[src/rtl/m2s_dma_pkg.sv]
package m2s_dma_pkg;

    typedef enum logic [3:0] {
        ST_IDLE,
        ST_LOAD,
        ST_CHECK,
        ST_FETCH,
        ST_STREAM,
        ST_FINISH,
        ST_WBACK,
        ST_CTX_RD,
        ST_CTX_WR
    } m2s_state_e;

    // descriptor word slots
    localparam int DESC_WORDS = 4;
    localparam int W_NEXT     = 0;
    localparam int W_BUF      = 1;
    localparam int W_FLAGS    = 2;
    localparam int W_AFTER    = 3;

    // flag bit positions (data descriptor / context descriptor)
    localparam int FLG_EOL    = 0;
    localparam int FLG_OEOP   = 3;
    localparam int FLG_IRQ    = 4;
    localparam int CTX_DIS    = 15;

endpackage

[src/rtl/m2s_desc_regs.sv]
module m2s_desc_regs #(
    parameter int NWORDS = 4,
    localparam int IW = $clog2(NWORDS)
) (
    input  logic                 clk,
    input  logic                 rst_n,
    input  logic                 wr_en_i,
    input  logic [IW-1:0]        wr_idx_i,
    input  logic [31:0]          wr_data_i,
    input  logic [IW-1:0]        rd_idx_i,
    output logic [31:0]          rd_data_o,
    output logic [NWORDS*32-1:0] words_o
);
    logic [31:0] word_q [NWORDS];

    for (genvar g = 0; g < NWORDS; g++) begin : g_word
        always_ff @(posedge clk or negedge rst_n) begin
            if (!rst_n)
                word_q[g] <= '0;
            else if (wr_en_i && (wr_idx_i == IW'(g)))
                word_q[g] <= wr_data_i;
        end
        assign words_o[g*32 +: 32] = word_q[g];
    end

    assign rd_data_o = word_q[rd_idx_i];
endmodule

[src/rtl/m2s_byte_pick.sv]
module m2s_byte_pick #(
    parameter int LANES = 4,
    localparam int LW = $clog2(LANES)
) (
    input  logic [LANES*8-1:0] word_i,
    input  logic [LW-1:0]      lane_i,
    output logic [7:0]         byte_o
);
    logic [7:0] lane_b [LANES];

    for (genvar g = 0; g < LANES; g++) begin : g_lane
        assign lane_b[g] = word_i[g*8 +: 8];
    end

    assign byte_o = lane_b[lane_i];
endmodule

[src/rtl/m2s_burst_ctr.sv]
module m2s_burst_ctr #(
    parameter int LIMIT = 2048,
    localparam int CW = $clog2(LIMIT)
) (
    input  logic clk,
    input  logic rst_n,
    input  logic clr_i,
    input  logic inc_i,
    output logic at_cap_o
);
    logic [CW-1:0] cnt_q;

    always_ff @(posedge clk or negedge rst_n) begin
        if (!rst_n)
            cnt_q <= '0;
        else if (clr_i)
            cnt_q <= '0;
        else if (inc_i)
            cnt_q <= cnt_q + CW'(1);
    end

    // high when the byte now being accepted is the LIMIT-th of the burst
    assign at_cap_o = (cnt_q == CW'(LIMIT - 1));
endmodule

[src/rtl/m2s_dma_engine.sv]
module m2s_dma_engine
    import m2s_dma_pkg::*;
#(
    parameter int ADDR_W    = 32,
    parameter int BURST_MAX = 2048
) (
    input  logic              clk,
    input  logic              rst_n,
    input  logic              start_i,
    input  logic [ADDR_W-1:0] desc_ptr_i,
    input  logic [ADDR_W-1:0] ctx_ptr_i,
    output logic              busy_o,
    output logic              eol_o,
    output logic              irq_set_o,
    output logic              mem_req_o,
    output logic              mem_we_o,
    output logic [ADDR_W-1:0] mem_addr_o,
    output logic [31:0]       mem_wdata_o,
    input  logic              mem_ack_i,
    input  logic [31:0]       mem_rdata_i,
    output logic              st_valid_o,
    input  logic              st_ready_i,
    output logic [7:0]        st_data_o,
    output logic              st_last_o
);
    localparam int IW    = $clog2(DESC_WORDS);
    localparam int LANES = 4;
    localparam int LW    = $clog2(LANES);

    m2s_state_e state_q, state_d;

    logic [ADDR_W-1:0]      desc_ptr_q, ctx_ptr_q, sbuf_q;
    logic [31:0]            wbuf_q, ctx_word_q;
    logic [IW-1:0]          idx_q;
    logic                   take_buf_q, eol_q;
    logic [DESC_WORDS*32-1:0] words;
    logic [31:0]            wb_word;
    logic                   at_cap;

    logic [ADDR_W-1:0] d_next, d_buf, d_after, eff_buf, nxt_buf;
    logic              f_eol, f_oeop, f_irq, last_word, accept, mem_done;

    assign d_next    = words[W_NEXT*32  +: ADDR_W];
    assign d_buf     = words[W_BUF*32   +: ADDR_W];
    assign d_after   = words[W_AFTER*32 +: ADDR_W];
    assign f_eol     = words[W_FLAGS*32 + FLG_EOL];
    assign f_oeop    = words[W_FLAGS*32 + FLG_OEOP];
    assign f_irq     = words[W_FLAGS*32 + FLG_IRQ];
    assign eff_buf   = take_buf_q ? d_buf : sbuf_q;
    assign nxt_buf   = sbuf_q + ADDR_W'(1);
    assign last_word = (idx_q == IW'(DESC_WORDS - 1));
    assign accept    = (state_q == ST_STREAM) && st_ready_i;
    assign mem_done  = mem_req_o && mem_ack_i;

    m2s_desc_regs #(.NWORDS(DESC_WORDS)) desc_i (
        .clk       (clk),
        .rst_n     (rst_n),
        .wr_en_i   ((state_q == ST_LOAD) && mem_ack_i),
        .wr_idx_i  (idx_q),
        .wr_data_i (mem_rdata_i),
        .rd_idx_i  (idx_q),
        .rd_data_o (wb_word),
        .words_o   (words)
    );

    m2s_byte_pick #(.LANES(LANES)) pick_i (
        .word_i (wbuf_q),
        .lane_i (sbuf_q[LW-1:0]),
        .byte_o (st_data_o)
    );

    m2s_burst_ctr #(.LIMIT(BURST_MAX)) burst_i (
        .clk      (clk),
        .rst_n    (rst_n),
        .clr_i    (state_q == ST_CHECK),
        .inc_i    (accept),
        .at_cap_o (at_cap)
    );

    // state register
    always_ff @(posedge clk or negedge rst_n) begin
        if (!rst_n) state_q <= ST_IDLE;
        else        state_q <= state_d;
    end

    // next state
    always_comb begin
        state_d = state_q;
        unique case (state_q)
            ST_IDLE:   if (start_i) state_d = ST_LOAD;
            ST_LOAD:   if (mem_ack_i && last_word) state_d = ST_CHECK;
            ST_CHECK:  state_d = (eff_buf == d_after) ? ST_FINISH : ST_FETCH;
            ST_FETCH:  if (mem_ack_i) state_d = ST_STREAM;
            ST_STREAM: begin
                if (st_ready_i) begin
                    if (nxt_buf == d_after)          state_d = ST_FINISH;
                    else if (at_cap)                 state_d = ST_LOAD;
                    else if (nxt_buf[LW-1:0] == '0)  state_d = ST_FETCH;
                end
            end
            ST_FINISH: state_d = ST_WBACK;
            ST_WBACK:  if (mem_ack_i && last_word) state_d = f_eol ? ST_CTX_RD : ST_LOAD;
            ST_CTX_RD: if (mem_ack_i) state_d = ST_CTX_WR;
            ST_CTX_WR: if (mem_ack_i) state_d = ST_IDLE;
            default:   state_d = ST_IDLE;
        endcase
    end

    // datapath registers
    always_ff @(posedge clk or negedge rst_n) begin
        if (!rst_n) begin
            desc_ptr_q <= '0;
            ctx_ptr_q  <= '0;
            sbuf_q     <= '0;
            wbuf_q     <= '0;
            ctx_word_q <= '0;
            idx_q      <= '0;
            take_buf_q <= 1'b0;
            eol_q      <= 1'b0;
        end else begin
            unique case (state_q)
                ST_IDLE: if (start_i) begin
                    desc_ptr_q <= desc_ptr_i;
                    ctx_ptr_q  <= ctx_ptr_i;
                    eol_q      <= 1'b0;
                    take_buf_q <= 1'b1;
                    idx_q      <= '0;
                end
                ST_LOAD:  if (mem_ack_i) idx_q <= idx_q + IW'(1);
                ST_CHECK: begin
                    sbuf_q     <= eff_buf;
                    take_buf_q <= 1'b0;
                end
                ST_FETCH:  if (mem_ack_i) wbuf_q <= mem_rdata_i;
                ST_STREAM: if (st_ready_i) sbuf_q <= nxt_buf;
                ST_FINISH: idx_q <= '0;
                ST_WBACK: if (mem_ack_i) begin
                    idx_q <= idx_q + IW'(1);
                    if (last_word && !f_eol) begin
                        desc_ptr_q <= d_next;
                        take_buf_q <= 1'b1;
                    end
                end
                ST_CTX_RD: if (mem_ack_i) ctx_word_q <= mem_rdata_i;
                ST_CTX_WR: if (mem_ack_i) eol_q <= 1'b1;
                default: ;
            endcase
        end
    end

    // outputs
    always_comb begin
        mem_req_o   = 1'b0;
        mem_we_o    = 1'b0;
        mem_addr_o  = '0;
        mem_wdata_o = '0;
        st_valid_o  = 1'b0;
        st_last_o   = 1'b0;
        irq_set_o   = 1'b0;
        unique case (state_q)
            ST_LOAD: begin
                mem_req_o  = 1'b1;
                mem_addr_o = desc_ptr_q + (ADDR_W'(idx_q) << 2);
            end
            ST_FETCH: begin
                mem_req_o  = 1'b1;
                mem_addr_o = {sbuf_q[ADDR_W-1:LW], {LW{1'b0}}};
            end
            ST_STREAM: begin
                st_valid_o = 1'b1;
                st_last_o  = f_oeop && (nxt_buf == d_after);
            end
            ST_FINISH: irq_set_o = f_irq;
            ST_WBACK: begin
                mem_req_o   = 1'b1;
                mem_we_o    = 1'b1;
                mem_addr_o  = desc_ptr_q + (ADDR_W'(idx_q) << 2);
                mem_wdata_o = wb_word;
            end
            ST_CTX_RD: begin
                mem_req_o  = 1'b1;
                mem_addr_o = ctx_ptr_q + ADDR_W'(4);
            end
            ST_CTX_WR: begin
                mem_req_o   = 1'b1;
                mem_we_o    = 1'b1;
                mem_addr_o  = ctx_ptr_q + ADDR_W'(4);
                mem_wdata_o = ctx_word_q | (32'd1 << CTX_DIS);
            end
            default: ;
        endcase
    end

    assign busy_o = (state_q != ST_IDLE);
    assign eol_o  = eol_q;

    // assertions
    assert_req_hold_R13: assert property (@(posedge clk) disable iff (!rst_n)
        mem_req_o && !mem_ack_i |=> mem_req_o && $stable(mem_addr_o)
                                    && $stable(mem_we_o) && $stable(mem_wdata_o));

    assert_stall_hold_R4: assert property (@(posedge clk) disable iff (!rst_n)
        st_valid_o && !st_ready_i |=> st_valid_o && $stable(st_data_o) && $stable(st_last_o));

    assert_last_end_R5: assert property (@(posedge clk) disable iff (!rst_n)
        st_valid_o && st_ready_i && st_last_o |=> !st_valid_o);

    assert_irq_pulse_R8: assert property (@(posedge clk) disable iff (!rst_n)
        irq_set_o |=> !irq_set_o && mem_req_o && mem_we_o);

    assert_eol_quiet_R12: assert property (@(posedge clk) disable iff (!rst_n)
        eol_o && !start_i |=> !mem_req_o && !st_valid_o);

    assert_eol_idle_R11: assert property (@(posedge clk) disable iff (!rst_n)
        $rose(eol_o) |-> !busy_o);

    assert_no_mem_done_idle_R13: assert property (@(posedge clk) disable iff (!rst_n)
        !busy_o |-> !mem_done);
endmodule

[config.mk]
export PLATFORM = sky130hd
export DESIGN_NAME = m2s_dma_engine
export DESIGN_NICKNAME = d
export VERILOG_FILES = /design/src/rtl/m2s_dma_pkg.sv /design/src/rtl/m2s_desc_regs.sv /design/src/rtl/m2s_byte_pick.sv /design/src/rtl/m2s_burst_ctr.sv /design/src/rtl/m2s_dma_engine.sv
export SDC_FILE = /design/constraint.sdc
export NUM_CORES = 1
export LEC_CHECK = 0
export BUFFER_PORTS_ARGS = -buffer_cell sky130_fd_sc_hd__buf_2
export CAP_MARGIN = 10
export CORE_MARGIN = 8
export CORE_UTILIZATION = 45
export CTS_CLUSTER_SIZE = 30
export DETAILED_ROUTE_END_ITERATION = 16
export PLACE_DENSITY = 0.64
export SYNTH_ARGS = -nofsm -noshare
export SYNTH_HDL_FRONTEND = slang
export SYNTH_SLANG_ARGS = --single-unit
[constraint.sdc]
create_clock -name clk -period 6.95 [get_ports clk]
set_input_delay 1.0425 -clock clk [delete_from_list [all_inputs] [get_ports clk]]
set_output_delay 1.0425 -clock clk [all_outputs]
set_load 0.01 [all_outputs]
### After elaboration in Yosys (flattened, before gate mapping)

Cells that the tools add are included.
Widths: inputs -> output; s select.

| word-level totals | value |
|---|---|
| register bits after elaboration | 307 |
| word-level logic and storage cells | 126 |

| cells by class | value |
|---|---|
| add/sub/neg operators | 5 |
| order comparisons | 2 |
| equality and inequality tests | 25 |
| muxes and demuxes | 45 |
| bitwise operators | 2 |
| reduce and logical (&&, ||, !) cells | 33 |

Operators with widths:

| cell | count |
|---|---|
| $mux 32 | 7 |
| $pmux 32 s2 | 3 |
| $pmux 32 s3 | 1 |
| $bmux 32 s2 | 1 |
| $eq 32x32->1 | 2 |
| $mux 4 | 10 |
| $pmux 4 s9 | 1 |
| $add 32x1->32 const B | 1 |
| $add 32x3->32 const B | 1 |
| $add 32x4->32 | 1 |
| $mux 11 | 2 |
| $bmux 8 s2 | 1 |
| $eq 4x3->1 const B | 4 |
| $mux 8 | 2 |
| $ne 2x2->1 const B | 8 |
| $add 11x1->11 const B | 1 |
| $eq 11x11->1 const B | 1 |
| $mux 1 | 10 |
| $logic_and 1x1->1 | 9 |
| $eq 4x2->1 const B | 2 |
| $reduce_and 2->1 | 4 |
| $reduce_and 4->1 | 2 |
| $reduce_and 8->1 | 1 |
| $reduce_bool 2->1 | 4 |
| 22 further kinds | 33 |

### Depth between registers and ports, before layout

Gate-level depths: netlist of the first run.

| logic depth | value |
|---|---|
| word-level depth | 7 |
| depth in mapped cells | 13 |
| mapped depth without buffers | 11 |

### Modules after synthesis

Synthesis of the first run repeated with hierarchy kept, for this count alone.

| unflattened totals | value |
|---|---|
| cells, all modules | 1562 |
| area total of the unflattened synthesis | 17297.8 µm² |

By module, submodules not included:

| module | instances | cells an instance | area each (µm²) | sequential area each (µm²) |
|---|---|---|---|---|
| m2s_dma_engine | 1 | 1184 | 11028.1 | 4179.0 |
| m2s_desc_regs | 1 | 311 | 5504.0 | 3203.1 |
| m2s_burst_ctr | 1 | 57 | 569.3 | 275.3 |
| m2s_byte_pick | 1 | 10 | 196.4 | 0.0 |

### Least setup slack after synthesis of the first run

Ideal clock, no wire load.

| timing path | value |
|---|---|
| path kind | register to output |
| start point | reg idx_q[1] |
| end point | out mem_addr_o[30] |
| arrival | 3.387 ns |
| required time | 5.907 ns |
| slack | 2.520 ns |
| stages on the path, launching flop included | 13 |
| path through | dfrtp_1 clkbuf_1 buf_1 inv_1 fa_1 nand3b_1 nor2_1 and3_1 and2_1 nor2b_1 nand4_1 xor2_1 o21ai_0 |

| on the way | value |
|---|---|
| longest elaborated chain between the ends | 2 |

Ends and longest elaborated chain:

| item | line | source |
|---|---|---|
| start: declaration | m2s_dma_engine.sv:34 | `logic [IW-1:0] idx_q;` |
| start signal: assignment | m2s_dma_engine.sv:129 | `ST_LOAD: if (mem_ack_i) idx_q <= idx_q + IW'(1);` |
| start signal: assignment | m2s_dma_engine.sv:138 | `idx_q <= idx_q + IW'(1);` |
| $add 32x4->32 | m2s_dma_engine.sv:163, m2s_dma_engine.sv:177 |  |
| $pmux 32 s3 | m2s_dma_engine.sv:160 | `unique case (state_q)` |
| end: declaration | m2s_dma_engine.sv:17 | `output logic [ADDR_W-1:0] mem_addr_o,` |

No other way between the ends.

### Final worst setup path of the first run

| timing path | value |
|---|---|
| start point | reg sbuf_q[0] |
| end point | out st_last_o |

| on the way | value |
|---|---|
| longest elaborated chain between the ends | 4 |

Ends and longest elaborated chain:

| item | line | source |
|---|---|---|
| start: declaration | m2s_dma_engine.sv:32 | `logic [ADDR_W-1:0] desc_ptr_q, ctx_ptr_q, sbuf_q;` |
| start signal: assignment | m2s_dma_engine.sv:131 | `sbuf_q <= eff_buf;` |
| start signal: assignment | m2s_dma_engine.sv:135 | `ST_STREAM: if (st_ready_i) sbuf_q <= nxt_buf;` |
| $add 32x1->32 | m2s_dma_engine.sv:50 | `assign nxt_buf = sbuf_q + ADDR_W'(1);` |
| $eq 32x32->1 | m2s_dma_engine.sv:171 | `st_last_o = f_oeop && (nxt_buf == d_after);` |
| $logic_and 1x1->1 | m2s_dma_engine.sv:171 |  |
| $mux 1 | m2s_dma_engine.sv:160 |  |
| end: declaration | m2s_dma_engine.sv:24 | `output logic st_last_o` |

No other way between the ends.

==> flow_metrics.env, run 1 <==
export IMPL_numPlacedInstances=2116
export IMPL_setup_viol=0
export IMPL_vdd_drop_max_mv=0.2582
export IMPL_critPathMaxStageDelay_ps=810
export IMPL_portBuffers=179
export IMPL_worstSkewPairLatency_ps=560
export IMPL_final_setup_skew_ps=15.69
export IMPL_cp_data_arrival_time_ps=4070
export IMPL_cts_tree="built"
export IMPL_vias=12910
export IMPL_grt_pass1_vias=12950
export IMPL_synth_most_common_cell="dfrtp_1"
export IMPL_clock_sinks=306
export IMPL_cp_data_required_time_ps=5910
export IMPL_yosysTopAreaCell="dfrtp_1"
export IMPL_syn_nets=1635
export IMPL_grt_use_total_pct=24.20
export IMPL_htree_levels=2
export IMPL_ys_seq_area_share_pct=44.61
export IMPL_cpMaxStageDelayCell="dfrtp_1"
export IMPL_start_util_pct=45.68
export IMPL_period_minus_slack_ps=5113
export IMPL_grt_pass1_wl_mm=82.25
export IMPL_wl_per_cell_um=24.92
export IMPL_synth_edff_count=0
export IMPL_hpwlAfterDp_mm=39.02
export IMPL_ys_top_cells_by_area="dfrtp_1, mux2_2, mux4_2, xnor2_1, mux2i_1"
export IMPL_synthesis_instances=1524
export IMPL_final_cell_count_no_fill=2180
export IMPL_antenna_found_initial=1
export IMPL_endpoint_kind="primary output"
export IMPL_root_buffer="clkbuf_16"
export IMPL_drtPass1Iterations=5
export IMPL_grt_max_degree=104
export IMPL_yosysTopAreaCellShare_pct=44.61
export IMPL_min_period_over_period_pct=73.56
export IMPL_drc=0
export IMPL_routabilityCongestion=0.9275
export IMPL_place_ws_ps=2437
export IMPL_die_height_um=211.3
export IMPL_max_slew_margin_pct=27.44
export IMPL_pin_count=180
export IMPL_fmax_ghz=0.1956
export IMPL_async_reset_ff_share_pct=100.0
export IMPL_cp_max_fo=15
export IMPL_finalWirelength_mm=54.33
export IMPL_drive_gt1_share_pct=32.73
export IMPL_rsz0062_at_grt="false"
export IMPL_synth_common_cells="dfrtp_1, mux2_2, nand2_1"
export IMPL_avgViaCountPerCell=5.923
export IMPL_netlist_area_um2=17170
export IMPL_die_w_um=211.3
export IMPL_cts_made_buffers=37
export IMPL_cts_clk_slew_worst_paths_ps=60
export IMPL_critPathLaunchType="flip-flop"
export IMPL_synthFlopType="dfrtp_1"
export IMPL_postCtsHoldBufs=0
export IMPL_final_nets=1755
export IMPL_fin_tns_setup_ps=0
export IMPL_cts_resized=0
export IMPL_rows=71
export IMPL_status="complete, no violations"
export IMPL_grt_overflow=0
export IMPL_yosysWarnings=0
export IMPL_hold_viol_final=0
export IMPL_p_leak_nw=8.698
export IMPL_fin_ws_ps=1837
export IMPL_drtIter0Drc=1054
export IMPL_postRouteAntennaNets=0
export IMPL_synth_cell_types=70
export IMPL_max_clock_path_buffers=3
export IMPL_timing_worst_setup_path_type="flip-flop to primary output"
export IMPL_maxCapViolations=0
export IMPL_avgSynthCellArea_um2=11.26
export IMPL_slew_viol_final=0
export IMPL_p_per_area_nw_per_um2=469.6
export IMPL_dieArea_um2=44650
export IMPL_hold_path_class="primary input to asynchronous set/reset pin"
export IMPL_areaGrowthSynthToFinish_pct=14.20
export IMPL_fp_coreArea_um2=37580
export IMPL_crit_chain="ha_1 -> and3_1 -> and4_1 -> nand2_1 -> xnor2_1 -> o211ai_1 -> nor4_1 -> and4_4 -> and3_2 -> buf_2"
export IMPL_tightest_slew_ps=1085
export IMPL_synth_seq_cells=306
export IMPL_post_cts_setup_buffers=0
-- power by group --
part           total, W  internal [W]  leakage [nW]  switching, W
logic           0.00364       0.00181          4.21       0.00183
clock network   0.00195       0.00117         0.600      0.000776
registers       0.00362       0.00254          3.89       0.00108
total           0.00921       0.00552          8.70       0.00368
-- final cells by class --
class | instances | area, um^2
diodes | 1 | 2.502
clock buffers | 51 | 1049
clock inverters | 12 | 168.9
fillers | 3348 | 17970
inverters | 14 | 52.55
multi-input cells | 1090 | 8994
flip-flops and latches | 306 | 7660
well taps | 511 | 639.4
repair buffers | 195 | 1039
-- flip-flops by register name (all words and copies together) (netlist names) --
signal and flops:
desc_i.words_o 128, ctx_ptr_q 32, desc_ptr_q 32, sbuf_q 32
wbuf_q 32, ctx_word_q 31, burst_i.cnt_q 11, state_q 4
idx_q 2, eol_o 1, take_buf_q 1
-- cells by family after synthesis --
group,after synthesis,synth area share [%]
DFF,306,44.61
and+or+nand+nor,355,10.41
xor gates and xnor gates,145,7.398
AOI/OAI and AO/OA,244,9.410
adders and majority gates,11,0.8309
buffers and inverters,128,3.273
muxes,335,24.07
-- critical path, delay by kind of cell (launching register included) --
family | cells | cell delay [ps]
buffers and inverters | 1 | 130
DFF | 1 | 810
AOI/OAI and AO/OA | 1 | 100
xor gates and xnor gates | 1 | 210
and+or+nand+nor | 6 | 1810
adders and majority gates | 1 | 460
-- metal layers --
layer  vias up  global-route usage, %  share of wire, %
li1       5826                      -                 -
met1      6546                  36.15                48
met2       465                  34.70                42
met3        76                  4.555               7.4
met4         0                  8.315               3.1
met5         -                      0                 0
-- metrics by stage --
step | hold WS [ps] | cell area (um^2) | total power [W] | util [%]
2_1_floorplan | 450.2 | 17170 | 0.005902 | -
3_3_place_gp | 477.0 | 18380 | 0.007182 | 48.92
3_5_place_dp | 484.4 | 18380 | 0.007231 | 48.92
4_1_cts | 497.9 | 19600 | 0.009236 | 52.16
5_1_grt | 511.6 | 19600 | 0.009734 | 52.16
6_report | 479.4 | 19600 | 0.009206 | 52.17
-- final timing paths --
check / startpoint / to / slack (ps) / cells past startpoint
min in group clk: desc_ptr_q[2]$_DFFE_PN0P_ / desc_ptr_q[2]$_DFFE_PN0P_ / 500 / 2
setup reg to reg: state_q[2]$_DFFE_PN0P_ / sbuf_q[30]$_DFFE_PN0P_ / 3260 / 8
setup / recovery: sbuf_q[0]$_DFFE_PN0P_ / st_last_o / 1840 / 10
hold / removal: rst_n / burst_i.cnt_q[4]$_DFFE_PN0P_ / 480 / 1
max in group asynchronous: rst_n / desc_i.words_o[12]$_DFFE_PN0P_ / 4940 / 2
hold reg to reg: desc_ptr_q[2]$_DFFE_PN0P_ / desc_ptr_q[2]$_DFFE_PN0P_ / 500 / 2
-- cell usage in the layout, fill, tap and decap left out, drive strengths merged, types with 25 or more instances in the layout --
cell | netlist | routed
nor2 | 55 | 55
mux2 | 223 | 223
buf | 53 | 195
xnor2 | 85 | 85
xor2 | 60 | 60
mux2i | 72 | 72
nand3 | 63 | 63
o22ai | 25 | 25
mux4 | 40 | 40
dfrtp | 306 | 306
a21oi | 42 | 42
o21ai | 75 | 75
a22o | 35 | 35
clkbuf | 61 | 51
nand2 | 121 | 121
Power figures use the tool's default switching activity.
==> run 2: changes to the inputs <==
ABC_AREA = 1   (was unset)
PLACE_DENSITY = 0.66   (was 0.64)
clock period = 4.6 ns   (was 6.95 ns; I/O delays follow)
==> run 2 against run 1 <==
Compared with the run above: area after synthesis up 5.2%; hold slack worse by 340 ps; flip-flop and latch count unchanged; final cell count up 47%; via count up 44%; routed wire length up 37%; critical path type unchanged; critical endpoint is now mem_addr_o[20]; largest cell class unchanged; largest power group unchanged.
==> flow_metrics.env, run 2 <==
export IMPL_maxCapViolations=0
export IMPL_die_height_um=216.4
export IMPL_avgViaCountPerCell=5.837
export IMPL_yosysTopAreaCellShare_pct=42.39
export IMPL_r2r_start="sbuf_q[1]$_DFFE_PN0P_"
export IMPL_cp_endpoint="mem_addr_o[20]"
export IMPL_dpl_instance_area_um2=19450
export IMPL_worstReg2RegEnd="state_q[2]$_DFFE_PN0P_"
export IMPL_p_per_area_nw_per_um2=688.5
export IMPL_grt_pass1_wl_mm=110.8
export IMPL_ys_seq_area_share_pct=42.39
export IMPL_ys_top_cells_by_area="dfrtp_1, nand2_1, o21ai_0, inv_1, nand3_1"
export IMPL_cts_tree="built"
export IMPL_clock_sinks=306
export IMPL_fin_ws_ps=293.4
export IMPL_grt_pass1_vias=17540
export IMPL_rows=73
export IMPL_grt_max_degree=103
export IMPL_slew_viol_final=0
export IMPL_root_buffer="clkbuf_16"
export IMPL_place_ws_ps=784.7
export IMPL_synthesis_instances=2518
export IMPL_areaGrowthSynthToFinish_pct=14.25
export IMPL_start_util_pct=45.57
export IMPL_final_cell_count_no_fill=3194
export IMPL_endpoint_kind="primary output"
export IMPL_portBuffers=179
export IMPL_hpwlAfterDp_mm=57.42
export IMPL_postRouteAntennaNets=0
export IMPL_tightest_slew_ps=1154
export IMPL_multi_input_area_um2=8965
export IMPL_htree_levels=2
export IMPL_final_common_cell="nand2_1"
export IMPL_drtPass1Iterations=6
export IMPL_timing_worst_setup_path_type="flip-flop to primary output"
export IMPL_final_nets=2759
export IMPL_post_cts_setup_buffers=0
export IMPL_vias=18640
export IMPL_rrSetupSlack_ps=1600
export IMPL_synth_edff_count=0
export IMPL_utilization_pct=52.07
export IMPL_netlist_area_um2=18070
export IMPL_drive_gt1_share_pct=12.29
export IMPL_drc=0
export IMPL_dieArea_um2=46810
export IMPL_grt_overflow=0
export IMPL_avgSynthCellArea_um2=7.175
export IMPL_wl_per_cell_um=23.36
export IMPL_max_slew_margin_pct=22.80
export IMPL_largest_reg_flops=128
export IMPL_cp_data_required_time_ps=3910
export IMPL_yosysWarnings=0
export IMPL_yosysTopAreaCell="dfrtp_1"
export IMPL_finalWirelength_mm=74.62
export IMPL_final_fill_count=4010
export IMPL_hold_path_class="primary input to asynchronous set/reset pin"
export IMPL_pin_count=180
export IMPL_critPathLaunchType="flip-flop"
export IMPL_drtIter0Drc=2174
export IMPL_grt_use_total_pct=31.04
export IMPL_antenna_found_initial=2
export IMPL_final_cell_mix="nand2_1, o21ai_0, dfrtp_1"
export IMPL_setup_viol=0
export IMPL_hold_viol_final=0
export IMPL_fp_coreArea_um2=39640
export IMPL_p_leak_nw=9.661
export IMPL_vdd_drop_max_mv=0.3931
export IMPL_reg2reg_depth=16
export IMPL_synth_common_cells="nand2_1, o21ai_0, dfrtp_1"
export IMPL_synth_seq_cells=306
export IMPL_register_area_um2=7661
export IMPL_final_area_um2=20640
export IMPL_postCtsHoldBufs=0
export IMPL_status="complete, no violations"
export IMPL_cp_data_arrival_time_ps=3620
export IMPL_syn_nets=2629
export IMPL_period_minus_slack_ps=4307
export IMPL_numPlacedInstances=3134
export IMPL_async_reset_ff_share_pct=100.0
export IMPL_cp_max_fo=3
export IMPL_min_period_over_period_pct=93.62
export IMPL_max_clock_path_buffers=3
export IMPL_fmax_ghz=0.2322
export IMPL_synth_most_common_cell="nand2_1"
export IMPL_cts_clk_slew_worst_paths_ps=60
export IMPL_fin_tns_setup_ps=0
export IMPL_final_setup_skew_ps=26.26
export IMPL_synthFlopType="dfrtp_1"
export IMPL_rsz0062_at_grt="false"
export IMPL_die_w_um=216.4
export IMPL_routabilityCongestion=0.9791
export IMPL_worstSkewPairLatency_ps=570
export IMPL_cts_made_buffers=37
export IMPL_synth_cell_types=44
export IMPL_cts_resized=0
export IMPL_startpoint="idx_q[0]$_DFFE_PN0P_"
run 2: report_power, final:
part	leakage (nW)	internal (W)	switching [W]
logic	5.16	0.00187	0.00431
clock network	0.572	0.00166	0.00125
registers	3.93	0.00389	0.00123
total	9.66	0.00742	0.00679
run 2: area by class of cell:
cell class / instances / share of cell area [%]
Tap cell: 525 / 3.183
Sequential cell: 306 / 37.12
Antenna cell: 1 / 0.01212
Clock buffer: 46 / 4.989
Inverter: 281 / 5.110
Clock inverter: 13 / 0.7699
Multi-Input combinational cell: 1819 / 43.43
Timing Repair Buffer: 203 / 5.383
run 2: how the worst min path moves through the flow:
stage	end	cells past startpoint
3_5_place_dp	desc_i.words_o[29]$_DFFE_PN0P_	2
6_report	desc_ptr_q[29]$_DFFE_PN0P_	1
5_1_grt	desc_ptr_q[29]$_DFFE_PN0P_	1
2_1_floorplan	burst_i.cnt_q[0]$_DFFE_PN0P_	0
4_1_cts	desc_ptr_q[29]$_DFFE_PN0P_	1
3_3_place_gp	desc_i.words_o[28]$_DFFE_PN0P_	2
run 2: metal layers:
metal | share of wire (%) | vias up | GRT usage [%]
met5 | 0 | - | 0
met4 | 3.6 | 0 | 11.11
met3 | 9.1 | 120 | 5.696
met2 | 43 | 911 | 45.90
met1 | 44 | 8961 | 44.90
li1 | - | 8652 | -
run 2: logic make-up after synthesis:
kind of cell    count (synthesis)  share of synthesized area [%]
fa+ha+maj                      10                         0.7341
compound gates                622                          19.69
mux                             5                         0.3116
simple gates                 1153                          27.24
buf+inv                       393                          8.235
xor+xnor                       29                          1.406
flops                         306                          42.39
run 2: metrics by stage:
step	power [W]	hold slack (ps)
CTS	0.01409	193.1
global placement	0.01108	465.7
global route	0.01510	186.3
detailed placement	0.01116	472.6
floorplan	0.008652	394.4
finish	0.01421	142.3
run 2: critical path, stage by stage (launching register included):
cell,delay [ps]
dfrtp_2,360
ha_1,160
inv_1,70
fa_1,400
inv_1,90
nand4_1,100
nor2_1,200
nand2_1,110
nor2_1,100
inv_1,60
nor4_1,320
nand2_1,150
nor2_1,150
inv_1,70
o21ai_0,190
nand3_1,220
nand3_1,180
buf_2,150
